==> config.mk <==
export PLATFORM = sky130hd
export DESIGN_NAME = rev_guard_ctrl
export DESIGN_NICKNAME = d
export VERILOG_FILES = /design/src/rtl/rg_pkg.sv /design/src/rtl/rg_unlock_fsm.sv /design/src/rtl/rg_prot_bank.sv /design/src/rtl/rev_guard_ctrl.sv
export SDC_FILE = /design/constraint.sdc
export NUM_CORES = 1
export LEC_CHECK = 0
export BUFFER_PORTS_ARGS = -buffer_cell sky130_fd_sc_hd__buf_2
export CAP_MARGIN = 20
export CORE_MARGIN = 3
export CORE_UTILIZATION = 56
export CTS_CLUSTER_DIAMETER = 40
export CTS_CLUSTER_SIZE = 24
export DETAILED_ROUTE_END_ITERATION = 6
export PLACE_DENSITY = 0.81
export SETUP_SLACK_MARGIN = 0.15
export SKIP_CTS_REPAIR_TIMING = 1
export SLEW_MARGIN = 0
export SYNTH_ARGS = -nofsm -noshare
export SYNTH_HDL_FRONTEND = slang
export SYNTH_SLANG_ARGS = --single-unit
==> constraint.sdc <==
create_clock -name clk -period 2.8 [get_ports clk]
set_input_delay 0.28 -clock clk [delete_from_list [all_inputs] [get_ports clk]]
set_output_delay 0.28 -clock clk [all_outputs]
set_load 0.005 [all_outputs]
==> src/rtl/rg_pkg.sv <==
package rg_pkg;
    typedef enum logic [2:0] {
        CMD_NOP       = 3'd0,
        CMD_READ      = 3'd1,
        CMD_PROG      = 3'd2,
        CMD_ERASE     = 3'd3,
        CMD_SET_RP    = 3'd4,
        CMD_SET_WP    = 3'd5,
        CMD_UNLOCK    = 3'd6,
        CMD_ERASE_ALL = 3'd7
    } cmd_e;

    typedef enum logic {
        UL_IDLE  = 1'b0,
        UL_ARMED = 1'b1
    } ul_state_e;
endpackage

==> src/rtl/rg_unlock_fsm.sv <==
module rg_unlock_fsm
    import rg_pkg::*;
#(
    parameter int REV_W = 2
) (
    input  logic             clk,
    input  logic             rst_n,
    input  logic             cmd_valid,
    input  logic [2:0]       cmd_code,
    input  logic [REV_W-1:0] cmd_rev,
    output logic             armed_o,
    output logic [REV_W-1:0] arm_rev_o
);
    ul_state_e        state_q, state_d;
    logic [REV_W-1:0] rev_q, rev_d;

    // state register
    always_ff @(posedge clk) begin
        if (!rst_n) begin
            state_q <= UL_IDLE;
            rev_q   <= '0;
        end else begin
            state_q <= state_d;
            rev_q   <= rev_d;
        end
    end

    // next state
    always_comb begin
        state_d = state_q;
        rev_d   = rev_q;
        if (cmd_valid) begin
            unique case (state_q)
                UL_IDLE, UL_ARMED: begin
                    if (cmd_code == CMD_UNLOCK) begin
                        state_d = UL_ARMED;   // arm
                        rev_d   = cmd_rev;
                    end else begin
                        state_d = UL_IDLE;    // disarm
                    end
                end
                default: state_d = UL_IDLE;
            endcase
        end
    end

    // outputs
    always_comb begin
        armed_o   = (state_q == UL_ARMED);
        arm_rev_o = rev_q;
    end


    idle_hold_chk: assert property (@(posedge clk) disable iff (!rst_n)
        !cmd_valid |=> $stable(state_q));

    disarm_chk: assert property (@(posedge clk) disable iff (!rst_n)
        (state_q == UL_ARMED && cmd_valid && cmd_code != CMD_UNLOCK) |=> state_q == UL_IDLE);
endmodule

==> src/rtl/rg_prot_bank.sv <==
module rg_prot_bank #(
    parameter int NUM_REV = 4,
    localparam int REV_W  = $clog2(NUM_REV)
) (
    input  logic               clk,
    input  logic               rst_n,
    input  logic [REV_W-1:0]   rev,
    input  logic               set_rp,
    input  logic               set_grp,
    input  logic               set_wp,
    input  logic               clr_one,
    input  logic               clr_all,
    output logic [NUM_REV-1:0] rp_q,
    output logic [NUM_REV-1:0] wp_q,
    output logic               grp_q
);
    for (genvar i = 0; i < NUM_REV; i++) begin : g_rev
        logic hit;
        assign hit = (rev == REV_W'(i));

        always_ff @(posedge clk) begin
            if (!rst_n) begin
                rp_q[i] <= 1'b0;
                wp_q[i] <= 1'b0;
            end else if (clr_all || (clr_one && hit)) begin
                rp_q[i] <= 1'b0;
                wp_q[i] <= 1'b0;
            end else begin
                if (set_rp && hit) rp_q[i] <= 1'b1;
                if (set_wp && hit) wp_q[i] <= 1'b1;
            end
        end
    end

    always_ff @(posedge clk) begin
        if (!rst_n)       grp_q <= 1'b0;
        else if (clr_all) grp_q <= 1'b0;
        else if (set_grp) grp_q <= 1'b1;
    end
endmodule

==> src/rtl/rev_guard_ctrl.sv <==
module rev_guard_ctrl
    import rg_pkg::*;
#(
    parameter int NUM_REV = 4,
    localparam int REV_W  = $clog2(NUM_REV)
) (
    input  logic             clk,
    input  logic             rst_n,
    input  logic             cmd_valid,
    input  logic [2:0]       cmd_code,
    input  logic [REV_W-1:0] cmd_rev,
    input  logic             whole_mode,
    input  logic             isp_active,
    input  logic             cascade_in,
    output logic             grant_o,
    output logic             deny_o,
    output logic             cascade_en_o,
    output logic             cfg_drive_en_o
);
    logic               armed;
    logic [REV_W-1:0]   arm_rev;
    logic [NUM_REV-1:0] rp_q, wp_q;
    logic               grp_q;
    logic               ok, take;
    logic               rp_eff, wp_hit, arm_hit;

    rg_unlock_fsm #(.REV_W(REV_W)) i_fsm (
        .clk(clk), .rst_n(rst_n), .cmd_valid(cmd_valid), .cmd_code(cmd_code),
        .cmd_rev(cmd_rev), .armed_o(armed), .arm_rev_o(arm_rev)
    );

    always_comb begin
        rp_eff  = whole_mode ? grp_q : rp_q[cmd_rev];
        wp_hit  = wp_q[cmd_rev];
        arm_hit = armed && (arm_rev == cmd_rev);
        unique case (cmd_code)
            CMD_READ:      ok = !rp_eff;
            CMD_PROG:      ok = !wp_hit;
            CMD_ERASE:     ok = !wp_hit || arm_hit;
            CMD_ERASE_ALL: ok = ~|wp_q;
            default:       ok = 1'b1;
        endcase
        take = cmd_valid && ok;
    end

    rg_prot_bank #(.NUM_REV(NUM_REV)) i_bank (
        .clk(clk), .rst_n(rst_n), .rev(cmd_rev),
        .set_rp(take && cmd_code == CMD_SET_RP && !whole_mode),
        .set_grp(take && cmd_code == CMD_SET_RP && whole_mode),
        .set_wp(take && cmd_code == CMD_SET_WP),
        .clr_one(take && cmd_code == CMD_ERASE),
        .clr_all(take && cmd_code == CMD_ERASE_ALL),
        .rp_q(rp_q), .wp_q(wp_q), .grp_q(grp_q)
    );

    // verdict register
    always_ff @(posedge clk) begin
        if (!rst_n) begin
            grant_o <= 1'b0;
            deny_o  <= 1'b0;
        end else begin
            grant_o <= take;
            deny_o  <= cmd_valid && !ok;
        end
    end

    // output control
    always_comb begin
        cascade_en_o   = isp_active ? 1'b1 : cascade_in;
        cfg_drive_en_o = !isp_active;
    end


    one_verdict_chk: assert property (@(posedge clk) disable iff (!rst_n)
        cmd_valid |=> (grant_o ^ deny_o));

    no_cmd_quiet_chk: assert property (@(posedge clk) disable iff (!rst_n)
        !cmd_valid |=> (!grant_o && !deny_o));

    deny_keeps_chk: assert property (@(posedge clk) disable iff (!rst_n)
        deny_o |-> ($stable(rp_q) && $stable(wp_q) && $stable(grp_q)));

    erase_clears_chk: assert property (@(posedge clk) disable iff (!rst_n)
        (cmd_valid && cmd_code == CMD_ERASE) |=> (grant_o |-> !wp_q[$past(cmd_rev)]));

    isp_out_chk: assert property (@(posedge clk) disable iff (!rst_n)
        isp_active |-> (cascade_en_o && !cfg_drive_en_o));
endmodule

# After elaboration in Yosys (flattened, before gate mapping)
# Cells that the tools add are included.
[word_totals]
regBits = 14
out_inout_bits = 4
input_bits = 11
[classes]
mux = 8
reduce_logical = 40
order_cmp = 1
n_eq_ne = 11
bitwise = 1
[ops]
columns = ["op", "n"]
rows = [
  ["$logic_and 1x1->1", 21],
  ["$eq 3x3->1 const B", 4],
  ["$reduce_or 2->1", 5],
  ["$eq 3x2->1 const B", 2],
  ["$logic_not 1->1", 6],
  ["$logic_or 1x1->1", 5],
  ["$mux 1", 5],
  ["$bmux 1 s2", 2],
  ["$eq 2x2->1 const B", 2],
  ["$pmux 1 s4", 1],
  ["$reduce_or 4->1", 1],
  ["$eq 3x1->1 const B", 1],
  ["$lt 2x3->1 const B", 1],
  ["$eq 2x1->1 const B", 1],
  ["$eq 2x2->1", 1],
  ["$logic_not 2->1", 1],
  ["$reduce_and 2->1", 1],
  ["$not 1->1", 1],
]

# Logic depth before layout (Yosys ltp)
[logic_depth]
depth_word = 10
ltp_mapped = 5

# Hierarchy
# From an unflattened synthesis, not the netlist that was laid out.
[hier_totals]
cells_unflattened = 84
hier_area_um2 = 822.0
[by_module_without_submodules]
columns = ["mod", "instances", "cells_per_inst", "area_per_inst_um2"]
rows = [
  ["rg_prot_bank", 1, 41, 419.2],
  ["rev_guard_ctrl", 1, 31, 280.3],
  ["rg_unlock_fsm", 1, 12, 122.6],
]

# Worst setup path after synthesis
# Ideal clock, no wire load.
[synth_path]
path_kind = "register to register"
from = "register i_bank.wp_q[3]"
to = "register i_bank.rp_q[1]"
setup_ns = 0.133
period_less_slack_ns = 1.519
slack_ns = 1.281
path_stages_with_launch = 5
arrival_time_ns = 1.386
cell_sequence = "dfxtp_1 -> mux4_2 -> o32a_2 -> a211oi_1 -> o22ai_1"
[synth_via]
elab_chain_cells = 10
word_cells_on_any_way = 16
classes_between = "mux (3); reduce/logical (13)"
[synth_rtl]
columns = ["item", "line_no", "text"]
rows = [
  ["start: declaration", "rg_prot_bank.sv:14", "output logic [NUM_REV-1:0] wp_q,"],
  ["start signal: indexed assignment", "rg_prot_bank.sv:24", "wp_q[i] <= 1'b0;"],
  ["start signal: indexed assignment", "rg_prot_bank.sv:27", "wp_q[i] <= 1'b0;"],
  ["start signal: indexed assignment", "rg_prot_bank.sv:30", "if (set_wp && hit) wp_q[i] <= 1'b1;"],
  ["$bmux 1 s2", "rev_guard_ctrl.sv:34", "wp_hit = wp_q[cmd_rev];"],
  ["$mux 1 (not written as such)", "rev_guard_ctrl.sv:34", ""],
  ["$logic_not 1->1", "rev_guard_ctrl.sv:38, rev_guard_ctrl.sv:39", ""],
  ["$logic_or 1x1->1", "rev_guard_ctrl.sv:39", "CMD_ERASE: ok = !wp_hit || arm_hit;"],
  ["$pmux 1 s4 (*)", "rev_guard_ctrl.sv:36", "unique case (cmd_code)"],
  ["$logic_and 1x1->1 (*)", "rev_guard_ctrl.sv:43", "take = cmd_valid && ok;"],
  ["$logic_and 1x1->1", "rev_guard_ctrl.sv:51", ".clr_one(take && cmd_code == CMD_ERASE),"],
  ["$logic_and 1x1->1", "rg_prot_bank.sv:25", "end else if (clr_all || (clr_one && hit)) begin"],
  ["$logic_or 1x1->1", "rg_prot_bank.sv:25", ""],
  ["$reduce_or 2->1 (no line)", "--", ""],
  ["end signal: indexed assignment", "rg_prot_bank.sv:23", "rp_q[i] <= 1'b0;"],
  ["end signal: indexed assignment", "rg_prot_bank.sv:26", "rp_q[i] <= 1'b0;"],
  ["end signal: indexed assignment", "rg_prot_bank.sv:29", "if (set_rp && hit) rp_q[i] <= 1'b1;"],
  ["end: declaration", "rg_prot_bank.sv:13", "output logic [NUM_REV-1:0] rp_q,"],
]
# Mark *: on every way between the ends. The rest lies on a longest branch, timed or not. The select of a mux whose other input is x is not followed.
# A chain may end at the register's enable or synchronous reset.

# Final worst setup path
[layout_path]
from = "register i_bank.wp_q[1]"
to = "register i_bank.rp_q[0]"
# Same word-level chain as after synthesis.

==> metrics.log <==
INFO  metric gpl.final_weighted_congestion = between 0.8 and 0.9
INFO  metric synth_enable_flop_cells = 0
INFO  metric setup_viol = 0
INFO  metric synth_simple_gate_area_share = 27.0%
INFO  metric viasPerCell = 6.37
INFO  metric share_of_synthesized_cell_area_in_full_adder_half_adder_and_majority_cells = 0%
INFO  metric grt_first_pass_wirelength = 2970 um
INFO  metric timing.final.ws_setup = approximately 0.97 ns
INFO  metric coreArea = 1190 um^2
INFO  metric crit_type = reg -> reg
INFO  metric synthesis.area = 766 um^2
INFO  metric synth.avg_cell_area = roughly 9 um^2
INFO  metric drc = 0
INFO  metric maxCapViolCount = 0
INFO  metric final_area = roughly 840 um^2
INFO  metric worst_slew_pin_slew = between 0.5 and 0.6 ns
INFO  metric layout.cells.most_common_list = dfxtp_1, buf_2, nand2_1
INFO  metric placementRows = 12
INFO  metric tritoncts_sinks = 14
INFO  metric setup-tns-final = 0 ns
INFO  metric die_area = 1850 um^2
INFO  metric num-nets-final = 111
INFO  metric min_to = grant_o
INFO  metric hold_violations = 0
INFO  metric io_buffer_count = 14
INFO  metric detail_route.iter0.violations = 13
INFO  metric worst_r2r_startpoint = i_bank.wp_q[1]
INFO  metric post-route-period-util = 65.3%
INFO  metric pre_cts_ws = 0.898 ns
INFO  metric insertion_delay = 0.28 ns
INFO  metric finish.utilization = 70.8%
INFO  metric initial_core_util = approximately 65%
INFO  metric power = 0.370 mW
INFO  metric number_of_global_route_vias_before_repair = roughly 670
INFO  metric worstSetupStartpointType = flop
INFO  metric drt-total-wl = between 1500 and 2000 um
INFO  metric number_of_clock_buffers_inserted_by_tritoncts = 3
INFO  metric synthArstFlopShare = 0%
INFO  metric multiplexer_area_fraction_after_synthesis = 9.80%
INFO  metric synth_compound_area_share = a little under a fifth
INFO  metric tritoncts = built
INFO  metric leakage = 0.341 nW
INFO  metric number_of_pins_exceeding_their_max_slew_limit_in_the_final_report = 0
INFO  metric number_of_detailed_route_iterations_in_the_first_pass = 5
INFO  metric grt_antenna_before_repair = 0
INFO  metric finish.cell_count_without_fillers = roughly 110
INFO  metric ant_nets = 0
INFO  metric grt_overflow = 0
INFO  metric crit_path_end_kind = flop
INFO  metric hpwlAfterDp = 1300 um
INFO  metric outcome = finished, final reports clean
INFO  metric boundary_pin_count = 15
INFO  metric dp.cells = roughly 110
INFO  metric gate_count_after_technology_mapping = 85
INFO  metric crit_arrival = 1.98 ns
INFO  metric max-vdd-ir-drop = 0.277 mV
INFO  metric fin_crit = approximately 1.8 ns
INFO  metric synth_xor_area_share = 2.29%
INFO  metric critPathMaxFanout = 4
INFO  metric regToRegEndpoint = i_bank.rp_q[0]
INFO  metric rr_worst_depth = 4
INFO  metric dieHeight = approximately 43 um
INFO  metric synthesis.yosys.warnings = 0
INFO  metric slew_headroom = 61.4%
INFO  metric p_per_area = 441 nW/um^2
INFO  metric whs = 0.301 ns
INFO  metric pin_count_of_the_biggest_net_entering_global_routing = 16
INFO  metric grt_setup_unrepaired = false
INFO  metric synth.yosys.seq_area_share = 36.6%
INFO  metric clk_root_buffer_cell = clkbuf_4
INFO  metric synth-main-ff-cell = dfxtp_1
INFO  metric cts.reportedPaths.clkPinSlew = 0.08 ns
INFO  metric cts_htree_levels = 1
INFO  metric cts.path.max_buffers = 2
INFO  metric synth.lib_cells_used.distinct = 33
INFO  metric placed_area = 817 um^2
INFO  metric hold-path-cell-count = 3
INFO  metric min_from = cmd_valid
INFO  metric worst-endpoint-required = 2.95 ns
INFO  metric regToRegSetupSlack = ~0.97 ns
INFO  metric max_freq = 0.547 GHz
INFO  metric fin_worst_skew = 0.00349 ns
INFO  metric postSynthRegisterBits = 14
INFO  metric syn_to_final_growth = 9.64%
INFO  metric layout-drive-gt1-share = 26.5%
INFO  metric wl_per_cell = between 15 and 20 um
INFO  metric via_count = 713
INFO  metric class_of_the_tightest_hold_or_removal_check = in -> reg
INFO  metric floorplan.die.width = 43.0 um
INFO  metric dominant_combinational_cell_family_by_area_after_synthesis = simple AND/OR/NAND/NOR gates
INFO  metric grt.total_usage = 21.1%
INFO  metric ant_diodes = 0
INFO  metric synth.net_count = 96
-- synthesized netlist by cell type, types with 2 or more instances --
master	n	area [um^2]
nand3_1	2	10.0
or2b_2	2	17.5
xor2_1	2	17.5
a21oi_1	2	10.0
nor2_1	6	22.5
and2b_2	3	26.3
a211oi_1	4	30.0
mux4_2	2	45.0
o22ai_1	6	37.5
nor2b_1	4	25.0
nand2_1	12	45.0
dfxtp_1	14	280
inv_1	2	7.51
mux2i_1	3	30.0
nand4_1	3	18.8
-- where the power goes --
part           switching [mW]  internal (mW)  total, mW
Sequential            0.00184          0.202      0.204
Clock                  0.0624         0.0499      0.112
Combinational          0.0312         0.0224     0.0536
Total                  0.0955          0.275      0.370
-- cell type report --
class,count,area [um^2]
Multi-Input combinational cell,65,442
Fill cell,97,347
Sequential cell,14,280
Timing Repair Buffer,14,70.1
Clock buffer,3,22.5
Tap cell,14,17.5
Inverter,2,7.51
-- kinds of logic after synthesis --
logic type / count (synthesis)
buffers and inverters: 6
and+or+nand+nor: 38
muxes: 5
DFF: 14
AOI/OAI and AO/OA: 20
xor gates and xnor gates: 2
-- routing by layer --
| layer | vias up | track usage, % | part of all wire (%) |
|---|---|---|---|
| met5 | - | 0 | 0 |
| met4 | 0 | 9.04 | 1.6 |
| met3 | 3 | 2.54 | 6.6 |
| met2 | 28 | 33.5 | 47 |
| met1 | 342 | 28.5 | 44 |
| li1 | 340 | - | - |
-- registers in the layout (all words and copies together), names as in the netlist --
register / flops
i_fsm.arm_rev_o: 2
i_bank.rp_q: 4
i_bank.grp_q: 1
i_bank.wp_q: 4
i_fsm.armed_o: 1
deny_o: 1
grant_o: 1
-- worst max-delay path: stages, from the launching register on --
cell and delay [ns]:
dfxtp_1 0.33, nor4_1 0.54, o2111ai_1 0.27, a211oi_1 0.43, o32ai_1 0.13
-- how the worst max path moves through the flow --
stage | endpoint | start | slack (ns)
after floorplan | i_bank.rp_q[1] | i_bank.wp_q[3] | 1.28
after global routing | i_bank.wp_q[2] | i_bank.wp_q[1] | 0.80
after global placement | i_bank.rp_q[0] | cmd_rev[1] | 0.94
after detailed placement | i_bank.rp_q[0] | cmd_rev[1] | 0.90
after CTS | i_bank.rp_q[0] | i_bank.wp_q[1] | 1.04
final | i_bank.rp_q[0] | i_bank.wp_q[1] | 0.97
Note: power is estimated with default switching activity, not from simulation.
